$ cat config.mk
export PLATFORM = sky130hd
export DESIGN_NAME = nv_shadow_seq
export DESIGN_NICKNAME = d
export VERILOG_FILES = /design/src/rtl/nvs_pkg.sv /design/src/rtl/nvs_timer.sv /design/src/rtl/nvs_flags.sv /design/src/rtl/nvs_fsm.sv /design/src/rtl/nv_shadow_seq.sv
export SDC_FILE = /design/constraint.sdc
export NUM_CORES = 1
export LEC_CHECK = 0
export CAP_MARGIN = 20
export CORE_MARGIN = 3
export CORE_UTILIZATION = 30
export CTS_CLUSTER_DIAMETER = 40
export DETAILED_ROUTE_END_ITERATION = 12
export DONT_BUFFER_PORTS = 1
export PLACE_DENSITY = 0.5
export REMOVE_ABC_BUFFERS = 1
export SKIP_CTS_REPAIR_TIMING = 1
export SLEW_MARGIN = 10
export SYNTH_ARGS = -nofsm -noshare
export SYNTH_HDL_FRONTEND = slang
export SYNTH_SLANG_ARGS = --single-unit
$ cat constraint.sdc
create_clock -name clk -period 1.4 [get_ports clk]
set_input_delay 0.42 -clock clk [delete_from_list [all_inputs] [get_ports clk]]
set_output_delay 0.42 -clock clk [all_outputs]
set_load 0.02 [all_outputs]
$ cat src/rtl/nvs_pkg.sv
package nvs_pkg;
  typedef enum logic [2:0] {
    PH_IDLE    = 3'd0,
    PH_DELAY   = 3'd1,
    PH_ERASE   = 3'd2,
    PH_PROG    = 3'd3,
    PH_RELEASE = 3'd4,
    PH_CLEAR   = 3'd5,
    PH_LOAD    = 3'd6,
    PH_HOLD    = 3'd7
  } phase_t;
endpackage

$ cat src/rtl/nvs_timer.sv
module nvs_timer #(
  parameter int CW = 4
) (
  input  logic          clk,
  input  logic          rst_n,
  input  logic          load,
  input  logic [CW-1:0] load_val,
  output logic          done
);
  logic [CW-1:0] cnt_q, cnt_d;

  always_comb begin
    cnt_d = cnt_q;
    if (load)                cnt_d = load_val;
    else if (cnt_q != '0)    cnt_d = cnt_q - 1'b1;
  end

  always_ff @(posedge clk or negedge rst_n) begin
    if (!rst_n) cnt_q <= '0;
    else        cnt_q <= cnt_d;
  end

  assign done = (cnt_q == '0);
endmodule

$ cat src/rtl/nvs_flags.sv
module nvs_flags (
  input  logic clk,
  input  logic rst_n,
  input  logic pwr_ok,
  input  logic pwr_fail,
  input  logic wr_accept,
  input  logic cmd_ok,
  input  logic auto_dis,
  input  logic auto_ena,
  input  logic rcl_start,
  input  logic end_store_man,
  input  logic end_op,
  input  logic end_recall,
  output logic wlatch,
  output logic auto_en,
  output logic rec_pend,
  output logic pf_rise
);
  logic wlatch_d, auto_d, nv_auto_q, nv_auto_d, rec_d, pf_q;

  always_comb begin
    wlatch_d = wlatch;
    if (end_op)         wlatch_d = 1'b0;
    else if (wr_accept) wlatch_d = 1'b1;

    auto_d = auto_en;
    if (end_recall)                auto_d = nv_auto_q;
    else if (cmd_ok && auto_dis)   auto_d = 1'b0;
    else if (cmd_ok && auto_ena)   auto_d = 1'b1;

    nv_auto_d = nv_auto_q;
    if (end_store_man) nv_auto_d = auto_en;

    rec_d = rec_pend;
    if (!pwr_ok)        rec_d = 1'b1;
    else if (rcl_start) rec_d = 1'b0;
  end

  always_ff @(posedge clk or negedge rst_n) begin
    if (!rst_n) begin
      wlatch    <= 1'b0;
      auto_en   <= 1'b1;
      nv_auto_q <= 1'b1;
      rec_pend  <= 1'b1;
      pf_q      <= 1'b0;
    end else begin
      wlatch    <= wlatch_d;
      auto_en   <= auto_d;
      nv_auto_q <= nv_auto_d;
      rec_pend  <= rec_d;
      pf_q      <= pwr_fail;
    end
  end

  assign pf_rise = pwr_fail & ~pf_q;
endmodule

$ cat src/rtl/nvs_fsm.sv
module nvs_fsm
  import nvs_pkg::*;
#(
  parameter int DELAY_CYC = 4,
  parameter int ERASE_CYC = 6,
  parameter int PROG_CYC  = 6,
  parameter int CLEAR_CYC = 3,
  parameter int LOAD_CYC  = 5,
  parameter int HIGH_CYC  = 2,
  parameter int CW        = 4
) (
  input  logic          clk,
  input  logic          rst_n,
  input  logic          pwr_ok,
  input  logic          rec_pend,
  input  logic          busy_pin,
  input  logic          sw_store,
  input  logic          sw_recall,
  input  logic          pf_req,
  input  logic          wlatch,
  input  logic          tmr_done,
  output phase_t        phase,
  output logic          tmr_load,
  output logic [CW-1:0] tmr_val,
  output logic          pull_low,
  output logic          drive_high,
  output logic          rcl_start,
  output logic          end_store,
  output logic          end_store_man,
  output logic          end_recall
);
  localparam logic [CW-1:0] L_DELAY = CW'(DELAY_CYC - 1);
  localparam logic [CW-1:0] L_ERASE = CW'(ERASE_CYC - 1);
  localparam logic [CW-1:0] L_PROG  = CW'(PROG_CYC - 1);
  localparam logic [CW-1:0] L_CLEAR = CW'(CLEAR_CYC - 1);
  localparam logic [CW-1:0] L_LOAD  = CW'(LOAD_CYC - 1);
  localparam logic [CW-1:0] L_HIGH  = CW'(HIGH_CYC - 1);

  phase_t state_q, state_d;
  logic   rcl_q, rcl_d, drv_q, drv_d, man_q, man_d;

  always_comb begin
    state_d = state_q;
    rcl_d   = rcl_q;
    drv_d   = drv_q;
    man_d   = man_q;
    unique case (state_q)
      PH_IDLE: begin
        if (pwr_ok) begin
          if (rec_pend) begin
            state_d = PH_CLEAR; rcl_d = 1'b1; drv_d = 1'b1; man_d = 1'b0;
          end else if (!busy_pin) begin
            if (wlatch) begin
              state_d = PH_DELAY; rcl_d = 1'b0; drv_d = 1'b1; man_d = 1'b1;
            end else begin
              state_d = PH_HOLD;
            end
          end else if (sw_store) begin
            state_d = PH_DELAY; rcl_d = 1'b0; drv_d = 1'b1; man_d = 1'b1;
          end else if (sw_recall) begin
            state_d = PH_DELAY; rcl_d = 1'b1; drv_d = 1'b0; man_d = 1'b0;
          end else if (pf_req && wlatch) begin
            state_d = PH_DELAY; rcl_d = 1'b0; drv_d = 1'b1; man_d = 1'b0;
          end
        end
      end
      PH_DELAY:   if (tmr_done) state_d = rcl_q ? PH_CLEAR : PH_ERASE;
      PH_ERASE:   if (tmr_done) state_d = PH_PROG;
      PH_PROG:    if (tmr_done) state_d = PH_RELEASE;
      PH_CLEAR:   if (tmr_done) state_d = PH_LOAD;
      PH_LOAD:    if (tmr_done) state_d = drv_q ? PH_RELEASE : PH_IDLE;
      PH_RELEASE: if (tmr_done) state_d = PH_IDLE;
      PH_HOLD:    if (busy_pin) state_d = PH_IDLE;
      default:    state_d = PH_IDLE;
    endcase
  end

  always_comb begin
    tmr_val = '0;
    unique case (state_d)
      PH_DELAY:   tmr_val = L_DELAY;
      PH_ERASE:   tmr_val = L_ERASE;
      PH_PROG:    tmr_val = L_PROG;
      PH_CLEAR:   tmr_val = L_CLEAR;
      PH_LOAD:    tmr_val = L_LOAD;
      PH_RELEASE: tmr_val = L_HIGH;
      default:    tmr_val = '0;
    endcase
  end

  always_ff @(posedge clk or negedge rst_n) begin
    if (!rst_n) begin
      state_q <= PH_IDLE;
      rcl_q   <= 1'b0;
      drv_q   <= 1'b0;
      man_q   <= 1'b0;
    end else begin
      state_q <= state_d;
      rcl_q   <= rcl_d;
      drv_q   <= drv_d;
      man_q   <= man_d;
    end
  end

  assign phase         = state_q;
  assign tmr_load      = (state_d != state_q);
  assign pull_low      = drv_q & ((state_q == PH_DELAY) | (state_q == PH_ERASE) |
                                  (state_q == PH_PROG)  | (state_q == PH_CLEAR) |
                                  (state_q == PH_LOAD));
  assign drive_high    = (state_q == PH_RELEASE);
  assign rcl_start     = (state_d == PH_CLEAR) & (state_q != PH_CLEAR);
  assign end_store     = (state_q == PH_PROG) & tmr_done;
  assign end_store_man = end_store & man_q;
  assign end_recall    = (state_q == PH_LOAD) & tmr_done;
endmodule

$ cat src/rtl/nv_shadow_seq.sv
module nv_shadow_seq
  import nvs_pkg::*;
#(
  parameter int DELAY_CYC = 4,
  parameter int ERASE_CYC = 6,
  parameter int PROG_CYC  = 6,
  parameter int CLEAR_CYC = 3,
  parameter int LOAD_CYC  = 5,
  parameter int HIGH_CYC  = 2
) (
  input  logic       clk,
  input  logic       rst_n,
  input  logic       pwr_ok_i,
  input  logic       pwr_fail_i,
  input  logic       busy_pin_i,
  input  logic       sw_store_i,
  input  logic       sw_recall_i,
  input  logic       sw_auto_dis_i,
  input  logic       sw_auto_ena_i,
  input  logic       host_wr_i,
  output logic       busy_pull_low_o,
  output logic       busy_drive_high_o,
  output logic       rd_allow_o,
  output logic       wr_allow_o,
  output logic [2:0] phase_o,
  output logic       auto_store_en_o,
  output logic       idle_o
);
  localparam int M1   = (DELAY_CYC > ERASE_CYC) ? DELAY_CYC : ERASE_CYC;
  localparam int M2   = (PROG_CYC  > CLEAR_CYC) ? PROG_CYC  : CLEAR_CYC;
  localparam int M3   = (LOAD_CYC  > HIGH_CYC)  ? LOAD_CYC  : HIGH_CYC;
  localparam int M12  = (M1 > M2) ? M1 : M2;
  localparam int MAXD = (M12 > M3) ? M12 : M3;
  localparam int CW   = $clog2(MAXD + 1);

  logic [1:0]    rs_q;
  logic          rst_int_n;
  phase_t        phase;
  logic          tmr_load, tmr_done;
  logic [CW-1:0] tmr_val;
  logic          rcl_start, end_store, end_store_man, end_recall;
  logic          wlatch, auto_en, rec_pend, pf_rise;
  logic          in_idle, cmd_ok, wr_accept;

  always_ff @(posedge clk or negedge rst_n) begin
    if (!rst_n) rs_q <= 2'b00;
    else        rs_q <= {rs_q[0], 1'b1};
  end
  assign rst_int_n = rs_q[1];

  assign in_idle   = (phase == PH_IDLE);
  assign cmd_ok    = in_idle & pwr_ok_i;
  assign wr_accept = host_wr_i & wr_allow_o;

  nvs_timer #(.CW(CW)) u_timer (
    .clk      (clk),
    .rst_n    (rst_int_n),
    .load     (tmr_load),
    .load_val (tmr_val),
    .done     (tmr_done)
  );

  nvs_flags u_flags (
    .clk           (clk),
    .rst_n         (rst_int_n),
    .pwr_ok        (pwr_ok_i),
    .pwr_fail      (pwr_fail_i),
    .wr_accept     (wr_accept),
    .cmd_ok        (cmd_ok),
    .auto_dis      (sw_auto_dis_i),
    .auto_ena      (sw_auto_ena_i),
    .rcl_start     (rcl_start),
    .end_store_man (end_store_man),
    .end_op        (end_store | end_recall),
    .end_recall    (end_recall),
    .wlatch        (wlatch),
    .auto_en       (auto_en),
    .rec_pend      (rec_pend),
    .pf_rise       (pf_rise)
  );

  nvs_fsm #(
    .DELAY_CYC (DELAY_CYC),
    .ERASE_CYC (ERASE_CYC),
    .PROG_CYC  (PROG_CYC),
    .CLEAR_CYC (CLEAR_CYC),
    .LOAD_CYC  (LOAD_CYC),
    .HIGH_CYC  (HIGH_CYC),
    .CW        (CW)
  ) u_fsm (
    .clk           (clk),
    .rst_n         (rst_int_n),
    .pwr_ok        (pwr_ok_i),
    .rec_pend      (rec_pend),
    .busy_pin      (busy_pin_i),
    .sw_store      (sw_store_i),
    .sw_recall     (sw_recall_i),
    .pf_req        (pf_rise & auto_en),
    .wlatch        (wlatch),
    .tmr_done      (tmr_done),
    .phase         (phase),
    .tmr_load      (tmr_load),
    .tmr_val       (tmr_val),
    .pull_low      (busy_pull_low_o),
    .drive_high    (busy_drive_high_o),
    .rcl_start     (rcl_start),
    .end_store     (end_store),
    .end_store_man (end_store_man),
    .end_recall    (end_recall)
  );

  assign rd_allow_o      = pwr_ok_i & (in_idle | (phase == PH_DELAY));
  assign wr_allow_o      = pwr_ok_i & in_idle & busy_pin_i;
  assign phase_o         = phase;
  assign auto_store_en_o = auto_en;
  assign idle_o          = in_idle;
endmodule

==> metrics.yaml <==
clock-sinks: 16
hpwlAfterDp_mm: 2.42
hold_viol: 0
worstMarginPinSlew_ns: 0.620
worstPathArrival_ns: 2.26
grt_pass1_wl_mm: 4.77
vdd_drop_max_v: 0.00120
hold_slack_ns: 0.193
setup_viol: 18
finalMaxSlewViolations: 0
port_buffers: 0
first_pass_iters: 4
yosys_warnings: 0
rr_endpoint: "u_timer.cnt_q[1]"
grt_max_degree: 15
die_y_um: 66.8
syn_inst: 114
top_layer_used: "met4"
num_rows: 21
internal_power_mw: 3.07
final_core_util: 0.519
stdcell_count: 211
hold_path_class: "input port to flip-flop"
reg2reg_depth: 8
critPathKind: "flip-flop to flip-flop"
wl_per_cell_um: 15.8
p_comb_frac: 0.755
synth-async-reset-ratio: 1.00
place_inst: 198
grt_usage: 0.147
ys_types: 45
switching_share: 0.417
n_antenna_cell: 0
setup_tns_ns: -6.74
area_growth_pct: 61.2
register_area_um2: 404
maxSlewHeadroom: 0.586
critPathCaptureType: "flip-flop"
dr_wl_met2_mm: 1.59
h-tree-depth: 1
fin_crit_sh: 1.51
r2r_setup_slack_ns: -0.71
start_util: 0.322
ys_seq_area_frac: 0.365
dpl_cell_area_um2: 1450
m1WireLength_mm: 1.58
cts_tree: "yes"
fmax_mhz: 474
fin_ws_ns: -0.711
drive_above_1_share: 0.564
syn_area_um2: 1110
design_area_um2: 1790
antenna_found_initial: 0
nNetsFinal: 178
nFillCells: 316
fin_crit_ns: 2.11
cp-start-kind: "flip-flop"
drv_cap: 0
post-route-drc-count: 0
ys_ff_latch: 16
leakage_nw: 0.787
cts_root_buffer: "clkbuf_8"
vias: 1064
final_common_cell: "buf_4"
cts.path.max_buffers: 2
cp-startpoint: "u_fsm.phase[1]"
avgSynthCellArea_um2: 9.72
crit_path_end: "u_timer.cnt_q[1]"
synth_edf_count: 0
preCtsSetupSlack_ns: -0.934
met3_length_um: 149
die_w_um: 66.8
die-area_um2: 4460
total_power_mw: 5.26
p_seq_frac: 0.164
rsz0062_at_grt: "true"
worstSkewPairLatency_ns: 0.26
violations: "negative setup slack"
crit_fanout: 4
ant_nets: 0
final_cell_mix: "buf_4 (42), dfrtp_1 (13), buf_6 (8)"
gp_congestion: 0.842
grt_pass1_vias: 986
clkSlewWorstSetupHoldPaths_ns: 0.07
coreArea_um2: 3440
power.switching_mw: 2.19
multi_input_area_um2: 812
p_clk_frac: 0.081
wirelength_mm: 3.33
r2r-start: "u_fsm.phase[1]"
pwr_density_cell_nw_per_um2: 2940
fin_skew_ns: 0.00877
detail_route.iter0.violations: 44
ys.flop_type: "dfrtp_1"
grt-ovfl-total: 0
outcome: "finished, violations left"
worst_ep_required_time_ns: 1.55
cts_made_buffers: 3
viasPerCell: 5.04
ios: 19
-- cell usage after synthesis, types with 3 or more instances --
library cell | instances | area [um^2]
a21oi_1 | 7 | 35.0
a31oi_1 | 5 | 31.3
buf_4 | 3 | 22.5
dfrtp_1 | 13 | 325
dfstp_2 | 3 | 78.8
inv_1 | 5 | 18.8
mux2i_1 | 3 | 30.0
nand2_1 | 8 | 30.0
nand2b_1 | 4 | 25.0
nor2_1 | 7 | 26.3
nor2b_1 | 5 | 31.3
nor3_1 | 4 | 20.0
nor3b_1 | 3 | 22.5
o21ai_0 | 6 | 30.0
xnor2_1 | 3 | 26.3
-- registers in the layout, summed over array words and instances, names as in the netlist --
| name | count |
|---|---|
| u_flags.nv_auto_q | 1 |
| u_fsm.phase | 3 |
| u_flags.wlatch | 1 |
| u_fsm.man_q | 1 |
| u_flags.rec_pend | 1 |
| u_flags.auto_en | 1 |
| u_timer.cnt_q | 3 |
| u_fsm.drv_q | 1 |
| u_flags.pf_q | 1 |
| rs_q | 2 |
| u_fsm.rcl_q | 1 |
-- layer usage --
metal,GRT usage,vias to the layer above
li1,-,514
met1,0.194,525
met2,0.239,22
met3,0.0405,3
met4,0.0305,0
met5,0,-
-- worst min path at each step --
stage / startpoint / end / slack [ns] / depth (start not counted)
4_1_cts: rst_n / rs_q[0] / -0.15 / 0
3_3_place_gp: rst_n / rs_q[0] / 0.12 / 0
6_report: pwr_fail_i / u_flags.pf_q / 0.19 / 0
2_1_floorplan: rst_n / rs_q[0] / 0.12 / 0
3_5_place_dp: rst_n / rs_q[1] / 0.12 / 0
5_1_grt: pwr_fail_i / u_flags.pf_q / 0.17 / 0
-- kinds of logic after synthesis --
group,synth area share
muxes,0.0643
other,0.00338
adders and majority gates,0.0226
DFF,0.365
and+or+nand+nor,0.240
AOI/OAI and AO/OA,0.218
buffers and inverters,0.0553
xor gates and xnor gates,0.0316
-- layout make-up --
class                           instances  area share
Multi-Input combinational cell         87       0.454
Timing Repair Buffer                   52       0.244
Sequential cell                        16       0.226
Tap cell                               46      0.0322
Clock buffer                            4      0.0308
Inverter                                6      0.0126
-- power groups by stage --
stage | Sequential [mW] | Clock [mW] | Combinational, mW
floorplan | 1.02 | 0 | 1.62
CTS | 0.834 | 0.436 | 3.17
finish | 0.864 | 0.426 | 3.97
detailed placement | 0.842 | 0 | 3.15
global route | 0.886 | 0.463 | 4.26
global placement | 0.832 | 0 | 3.12
-- critical path, cell delays in order, from the launching register on --
cell and delay, ns:
dfrtp_1 0.42, buf_6 0.15, nor4b_4 0.33, buf_4 0.18, o21ai_2 0.06, o2111ai_4 0.12
xnor2_2 0.11, nor4_4 0.31, mux2_4 0.33
(Power assumes the default switching activity.)
